--- config.mk ---
export PLATFORM = sky130hd
export DESIGN_NAME = fracn_divctl
export DESIGN_NICKNAME = d
export VERILOG_FILES = /design/src/rtl/fracn_divctl.sv
export SDC_FILE = /design/constraint.sdc
export NUM_CORES = 1
export LEC_CHECK = 0
export CAP_MARGIN = 20
export CORE_ASPECT_RATIO = 2
export CORE_MARGIN = 2
export CORE_UTILIZATION = 65
export CTS_BUF_LIST = sky130_fd_sc_hd__clkbuf_4 sky130_fd_sc_hd__clkbuf_8 sky130_fd_sc_hd__clkbuf_16
export DETAILED_ROUTE_END_ITERATION = 7
export DONT_BUFFER_PORTS = 1
export PLACE_DENSITY = 0.86
export SKIP_CTS_REPAIR_TIMING = 1
export SYNTH_ARGS = -nofsm -noshare
export SYNTH_HDL_FRONTEND = slang
export SYNTH_SLANG_ARGS = --single-unit
--- constraint.sdc ---
create_clock -name clk -period 21.1 [get_ports clk]
set_input_delay 6.33 -clock clk [delete_from_list [all_inputs] [get_ports clk]]
set_output_delay 6.33 -clock clk [all_outputs]
set_load 0.02 [all_outputs]
--- src/rtl/fracn_divctl.sv ---
module fracn_divctl #(
  parameter int INT_W  = 9,
  parameter int FRAC_W = 25
) (
  input  logic              clk,
  input  logic              rst_n,
  input  logic [INT_W-1:0]  int_part,
  input  logic [FRAC_W-1:0] frac_part,
  input  logic [1:0]        order,
  input  logic              frac_en,
  input  logic              dith_en,
  input  logic              dith_sel,
  input  logic              presc_sel,
  output logic [INT_W:0]    div_out,
  output logic [2:0]        a_load,
  output logic [INT_W-2:0]  m_load
);
  localparam int DIV_W = INT_W + 1;
  localparam int PRS_W = 23;
  localparam int TAP_A = 22;
  localparam int TAP_B = 17;

  logic [FRAC_W-1:0] acc1, acc2, acc3, acc4;
  logic [FRAC_W:0]   s1, s2, s3, s4;
  logic              c2d1, c3d1, c3d2, c4d1, c4d2, c4d3;
  logic [PRS_W-1:0]  prs;
  logic [DIV_W-1:0]  div_q, div_nxt;
  logic signed [4:0] off;
  logic              dbit;

  assign dbit = dith_en & (dith_sel ? prs[0] : 1'b1);
  assign s1 = {1'b0, acc1} + {1'b0, frac_part} + {{FRAC_W{1'b0}}, dbit};
  assign s2 = {1'b0, acc2} + {1'b0, s1[FRAC_W-1:0]};
  assign s3 = {1'b0, acc3} + {1'b0, s2[FRAC_W-1:0]};
  assign s4 = {1'b0, acc4} + {1'b0, s3[FRAC_W-1:0]};

  always_comb begin
    off = 5'(s1[FRAC_W]);
    if (order >= 2'd1)
      off = off + 5'(s2[FRAC_W]) - 5'(c2d1);
    if (order >= 2'd2)
      off = off + 5'(s3[FRAC_W]) - 5'({c3d1, 1'b0}) + 5'(c3d2);
    if (order == 2'd3)
      off = off + 5'(s4[FRAC_W]) - 5'({c4d1, c4d1}) + 5'({c4d2, c4d2}) - 5'(c4d3);
  end

  assign div_nxt = frac_en ? DIV_W'(int_part) + {{(DIV_W-5){off[4]}}, off}
                           : DIV_W'(int_part);

  always_ff @(posedge clk or negedge rst_n) begin
    if (!rst_n) begin
      acc1 <= '0; acc2 <= '0; acc3 <= '0; acc4 <= '0;
      c2d1 <= 1'b0; c3d1 <= 1'b0; c3d2 <= 1'b0;
      c4d1 <= 1'b0; c4d2 <= 1'b0; c4d3 <= 1'b0;
      prs   <= PRS_W'(1);
      div_q <= '0;
    end else begin
      prs   <= {prs[PRS_W-2:0], prs[TAP_A] ^ prs[TAP_B]};
      div_q <= div_nxt;
      if (!frac_en) begin
        acc1 <= '0; acc2 <= '0; acc3 <= '0; acc4 <= '0;
        c2d1 <= 1'b0; c3d1 <= 1'b0; c3d2 <= 1'b0;
        c4d1 <= 1'b0; c4d2 <= 1'b0; c4d3 <= 1'b0;
      end else begin
        acc1 <= s1[FRAC_W-1:0];
        acc2 <= s2[FRAC_W-1:0];
        acc3 <= s3[FRAC_W-1:0];
        acc4 <= s4[FRAC_W-1:0];
        c2d1 <= s2[FRAC_W];
        c3d1 <= s3[FRAC_W]; c3d2 <= c3d1;
        c4d1 <= s4[FRAC_W]; c4d2 <= c4d1; c4d3 <= c4d2;
      end
    end
  end

  assign div_out = div_q;
  assign a_load  = presc_sel ? div_q[2:0] : {1'b0, div_q[1:0]};
  assign m_load  = presc_sel ? {1'b0, div_q[DIV_W-1:3]} : div_q[DIV_W-1:2];

  // integer mode passes the integer part through unchanged
  a_r1_int_exact: assert property (@(posedge clk) disable iff (!rst_n)
    !frac_en |=> div_out == DIV_W'($past(int_part)));

  // offset bounded by the selected order
  a_r3_offset_range: assert property (@(posedge clk) disable iff (!rst_n)
    frac_en |=> (int'(div_out) - int'($past(int_part)) <= (1 << $past(order))) &&
                (int'(div_out) - int'($past(int_part)) >= 1 - (1 << $past(order))));

  // zero fraction on a cleared first-order accumulator gives no offset
  a_r2_zero_frac: assert property (@(posedge clk) disable iff (!rst_n)
    (frac_en && order == 2'd0 && !dith_en && frac_part == '0 && acc1 == '0)
      |=> div_out == DIV_W'($past(int_part)));

  // pseudo-random source never locks up
  a_r6_prs_nonzero: assert property (@(posedge clk) disable iff (!rst_n)
    prs != '0);
endmodule

Word level (Yosys, flattened, before mapping). Cells that the tools add are included.

Register bits: 139. Input port bits: 42. Output and inout port bits: 21.

$add $sub $neg: 15. Magnitude comparators: 2. Equal/unequal tests: 1. Mux-type cells: 17. Bitwise operators: 2.

Operator list (count): adder 25 x 25 -> 26 bit (4); 2-to-1 mux 25 bit (4); adder 26 x 1 -> 26 bit (1); adder 5 x 1 -> 5 bit (3); 2-to-1 mux 5 bit (3); adder 9 x 10 -> 10 bit (1); 2-to-1 mux 10 bit (1); subtractor 5 x 2 -> 5 bit (2); 2-to-1 mux 8 bit (1); 2-to-1 mux 1 bit (7); adder 5 x 2 -> 5 bit (1); subtractor 5 x 1 -> 5 bit (1); 2-to-1 mux 3 bit (1); subtractor 2 x 1 -> 3 bit (1); adder 1 x 1 -> 2 bit (1); equality test 2 bit, second input constant (1); greater-or-equal comparator 2 x 1 -> 1 bit, second input constant (1); greater-or-equal comparator 2 bit, second input constant (1); AND 1 bit (1); bitwise XOR 1 bit (1).

Depth between registers and ports, before layout.
Word-level depth: 18. Mapped depth: 49. Depth with buffers taken out: 47.

Worst setup path before layout. OpenSTA, ideal clock, no wires.

Kind: input to register. Start point: in dith_sel. End point: reg div_q[9] (netlist: div_out[9]). Library setup time: 119 ps. Arrival time: 15881 ps. Setup slack: 5100 ps. Stages on the path: 45. Cell sequence: inv_1 > o21ai_0 > fa_1 > fa_1 > nand2b_1 > a21oi_1 > o2111ai_1 > a221oi_2 > xor2_1 > ha_1 > clkbuf_1 > a21oi_1 > a21boi_0 > a311oi_1 > a21boi_1 > xnor2_1 > ha_1 > a21oi_1 > (+9 left out) > nand2_1 > a221o_1 > fa_1 > fa_1 > a21oi_1 > fa_1 > nor2b_1 > o21ai_0 > nor3b_1 > or4_1 > a31o_1 > ha_1 > o21a_1 > o31a_1 > o21a_1 > o211ai_1 > a21oi_1 > o21a_1.

Longest elaborated chain between the ends: 18.

RTL lines: start: declaration (RTL line 12) `input logic dith_sel,`; 2-to-1 mux 1 bit (*) (RTL line 31) `assign dbit = dith_en & (dith_sel ? prs[0] : 1'b1);`; AND 1 bit (*) (RTL line 31); adder 26 x 1 -> 26 bit (*) (RTL line 32) `assign s1 = {1'b0, acc1} + {1'b0, frac_part} + {{FRAC_W{1'b0}}, dbit};`; branches (longest 12 deep; another with adder 25 x 25 -> 26 bit); 2-to-1 mux 5 bit (*) (RTL line 43) `if (order == 2'd3)`; adder 9 x 10 -> 10 bit (*) (RTL line 47) `assign div_nxt = frac_en ? DIV_W'(int_part) + {{(DIV_W-5){off[4]}}, off}`; 2-to-1 mux 10 bit (*) (RTL line 47); named net div_nxt[9] (RTL line 27) `logic [DIV_W-1:0] div_q, div_nxt;`; end signal: assignment (RTL line 59) `div_q <= div_nxt;`; end: declaration (RTL line 27).

Mark *: on every way through the listed nets, which the timed path passes.

Worst setup path after layout.
Start point: in dith_sel. End point: reg div_q[7] (netlist: div_out[7]).

The elaborated chain is that of the path after synthesis.

==> results.sh <==
export IMPL_num_io_pins=63
export IMPL_status="completed"
export IMPL_syn_mean_instance_area_um2=9.13
export IMPL_grt_max_degree=140
export IMPL_synth_edff_count=0
export IMPL_hold_path_class="reg2reg"
export IMPL_drive_above_1_share_pct=5.44
export IMPL_firstDrtPassIters=5
export IMPL_nFillCells=1237
export IMPL_maxSlewViolCount=0
export IMPL_min_period_over_period_pct=81.3
export IMPL_finClkSkew_ns=0.00825
export IMPL_clk_pin_slew_ns=0.06
export IMPL_ys_seq_elements=139
export IMPL_synth_cell_types=73
export IMPL_synthCells=1166
export IMPL_fin_crit_ns=17.15
export IMPL_finalSetupViolCount=0
export IMPL_die_area_um2=17500
export IMPL_fmax_mhz=58.3
export IMPL_cp_common_cell="fa_1"
export IMPL_grt_pass1_wl_um=42500
export IMPL_wl_per_cell_um=18.4
export IMPL_crit_type="in2reg"
export IMPL_gp_congestion=0.935
export IMPL_die_height_um=185
export IMPL_placed_cells=1331
export IMPL_yosys_top_cells_area="dfrtp_1 (32%), ha_1 (14%), a21oi_1 (5.1%)"
export IMPL_multi_input_area_um2=6790
export IMPL_synth_top_area_cell="dfrtp_1"
export IMPL_async_reset_ff_share_pct=100
export IMPL_grt_pass1_vias=9136
export IMPL_final_core_util_pct=70.0
export IMPL_coreArea_um2=16200
export IMPL_setup_ws_ns=3.95
export IMPL_critPathSlowestCell="fa_1"
export IMPL_critPathMaxFanout=7
export IMPL_cts_tree="yes"
export IMPL_diodes=0
export IMPL_ys_seq_area_share_pct=32.7
export IMPL_cp_arrival_ns=17.47
export IMPL_relSlewSlack_pct=40.8
export IMPL_yosysTopAreaCellShare_pct=32.4
export IMPL_cts_buffers=17
export IMPL_drc=0
export IMPL_syn_cell_area_um2=10700
export IMPL_clk_latency_ns=0.44
export IMPL_tightest_slew_ns=0.883
export IMPL_numClockSinks=139
export IMPL_antenna_found_initial=0
export IMPL_clk_path_buf_depth=2
export IMPL_dpl_hpwl_um=18300
export IMPL_root_buffer="clkbuf_16"
export IMPL_rsz0062_at_grt="no"
export IMPL_layout_cells_non_filler=1363
export IMPL_syn_num_nets=1340
export IMPL_critPathCaptureType="flop"
export IMPL_cp_start_kind="input pin"
export IMPL_hold_viol_final=0
export IMPL_wirelength_um=25100
export IMPL_ys_flop_type="dfrtp_1"
export IMPL_syn_to_final_growth_pct=6.44
export IMPL_cts_max_level=4
export IMPL_ant_nets=0
export IMPL_synth_warnings=0
export IMPL_place_ws_ns=3.75
export IMPL_io_buffers=0
export IMPL_die_w_um=94.5
export IMPL_slowest_delay_ns=0.52
export IMPL_row_count=66
export IMPL_fin_tns_setup_ns=0
export IMPL_nNetsFinal=1320
export IMPL_seqCellArea_um2=3480
export IMPL_initial_core_util_pct=65.8
export IMPL_grt_usage_pct=30.8
export IMPL_maxCapViolCount=0
export IMPL_vias_per_cell=6.48
export IMPL_grt_remaining_overflow=0
export IMPL_first_iter_violations=471
export IMPL_vias=8833
export IMPL_critPathRequiredTime_ns=21.42
==> per-layer routing <==
metal  global-route usage [%]  vias to the layer above  wire length [µm]
li1                         -                     4163                 -
met1                     30.8                     4260              8830
met2                     55.9                      291             13800
met3                     5.98                      119               874
met4                     21.2                        0              1550
met5                        0                        -                 0
==> worst paths after layout <==
check / start / endpoint / slack (ns) / depth (start not counted)
worst max-delay path: dith_sel / div_out[7] / 3.95 / 43
worst min-delay path: prs[21] / prs[22] / 0.35 / 0
worst max register to register: prs[0] / div_out[7] / 9.33 / 42
worst min register to register: prs[21] / prs[22] / 0.35 / 0
max in group asynchronous: rst_n / div_out[0] / 15.22 / 0
min in group asynchronous: rst_n / acc1[11] / 5.58 / 0
==> cells in the mapped netlist, drive strengths merged (4+ instances only) <==
| cell type | count |
|---|---|
| a211oi | 12 |
| a21boi | 9 |
| a21o | 44 |
| a21oi | 109 |
| a221oi | 4 |
| a31oi | 15 |
| a41oi | 5 |
| and2 | 72 |
| and3 | 8 |
| buf | 6 |
| clkbuf | 34 |
| dfrtp | 138 |
| fa | 12 |
| ha | 120 |
| inv | 53 |
| mux2 | 16 |
| mux2i | 7 |
| nand2 | 81 |
| nand2b | 14 |
| nand3 | 17 |
| nand4 | 14 |
| nor2 | 76 |
| nor2b | 14 |
| nor3 | 24 |
| nor3b | 6 |
| o211ai | 13 |
| o21a | 19 |
| o21ai | 53 |
| o21bai | 17 |
| o22ai | 4 |
| o31ai | 9 |
| or2 | 4 |
| or3 | 8 |
| xnor2 | 51 |
| xor2 | 38 |
==> stage by stage <==
step / area, µm² / hold WS [ns]
detailed placement: 10700 / 0.336
global route: 11300 / 0.359
finish: 11300 / 0.350
global placement: 10700 / 0.336
CTS: 11300 / 0.355
floorplan: 10700 / 0.331
==> kinds of logic after synthesis <==
logic type	share of synthesized area, %
flip-flops	32.7
multiplexers	2.35
adder cells (fa/ha/maj)	16.4
AND/OR/NAND/NOR	16.2
AO/OA/AOI/OAI	21.6
buffers and inverters	3.54
XOR/XNOR	7.32
==> area by class of cell <==
| type | instances | area share [%] |
|---|---|---|
| Timing Repair Buffer | 1 | 0.0662 |
| Sequential cell | 139 | 30.7 |
| Clock buffer | 17 | 3.75 |
| Clock inverter | 15 | 1.55 |
| Tap cell | 204 | 2.25 |
| Inverter | 53 | 1.75 |
| Multi-Input combinational cell | 934 | 59.9 |
==> registers in the layout, indices dropped and copies added (netlist names) <==
| signal | flops |
|---|---|
| acc1 | 25 |
| acc2 | 25 |
| acc3 | 25 |
| acc4 | 25 |
| c2d1 | 1 |
| c3d1 | 1 |
| c3d2 | 1 |
| c4d1 | 1 |
| c4d2 | 1 |
| c4d3 | 1 |
| div_out | 10 |
| prs | 23 |
==> layout by cell type, fill, tap and decap left out, types with 4 or more instances in the layout <==
master / n
o211ai_1: 13
nor2_1: 76
mux2_2: 15
a21oi_1: 109
or3_1: 8
nor3_1: 23
dfrtp_1: 138
nand2_1: 81
inv_8: 4
clkbuf_16: 17
xor2_1: 38
clkinv_8: 5
a21boi_1: 6
nand4_1: 14
and3_1: 8
nor2b_1: 14
o21ai_0: 28
a211oi_1: 11
a41oi_1: 4
inv_1: 53
xnor2_1: 51
nand3_1: 17
nand2b_1: 14
mux2i_1: 7
a21o_1: 44
o21ai_1: 25
and2_1: 72
o22ai_1: 4
a31oi_1: 14
ha_1: 120
o21bai_1: 17
o21a_1: 19
inv_6: 4
fa_1: 12
nor3b_1: 5
o31ai_1: 7
==> critical path, delay by kind of cell <==
kind / cells / cell delay (ns)
XOR/XNOR: 4 / 0.71
AND/OR/NAND/NOR: 8 / 1.76
adder cells (fa/ha/maj): 9 / 3.68
multiplexers: 1 / 0.27
buffers and inverters: 2 / 0.10
AO/OA/AOI/OAI: 19 / 4.60
Power is left out: the tool's default activity adds up to more than one toggle a clock period on the data nets, which glitch-free logic cannot reach.
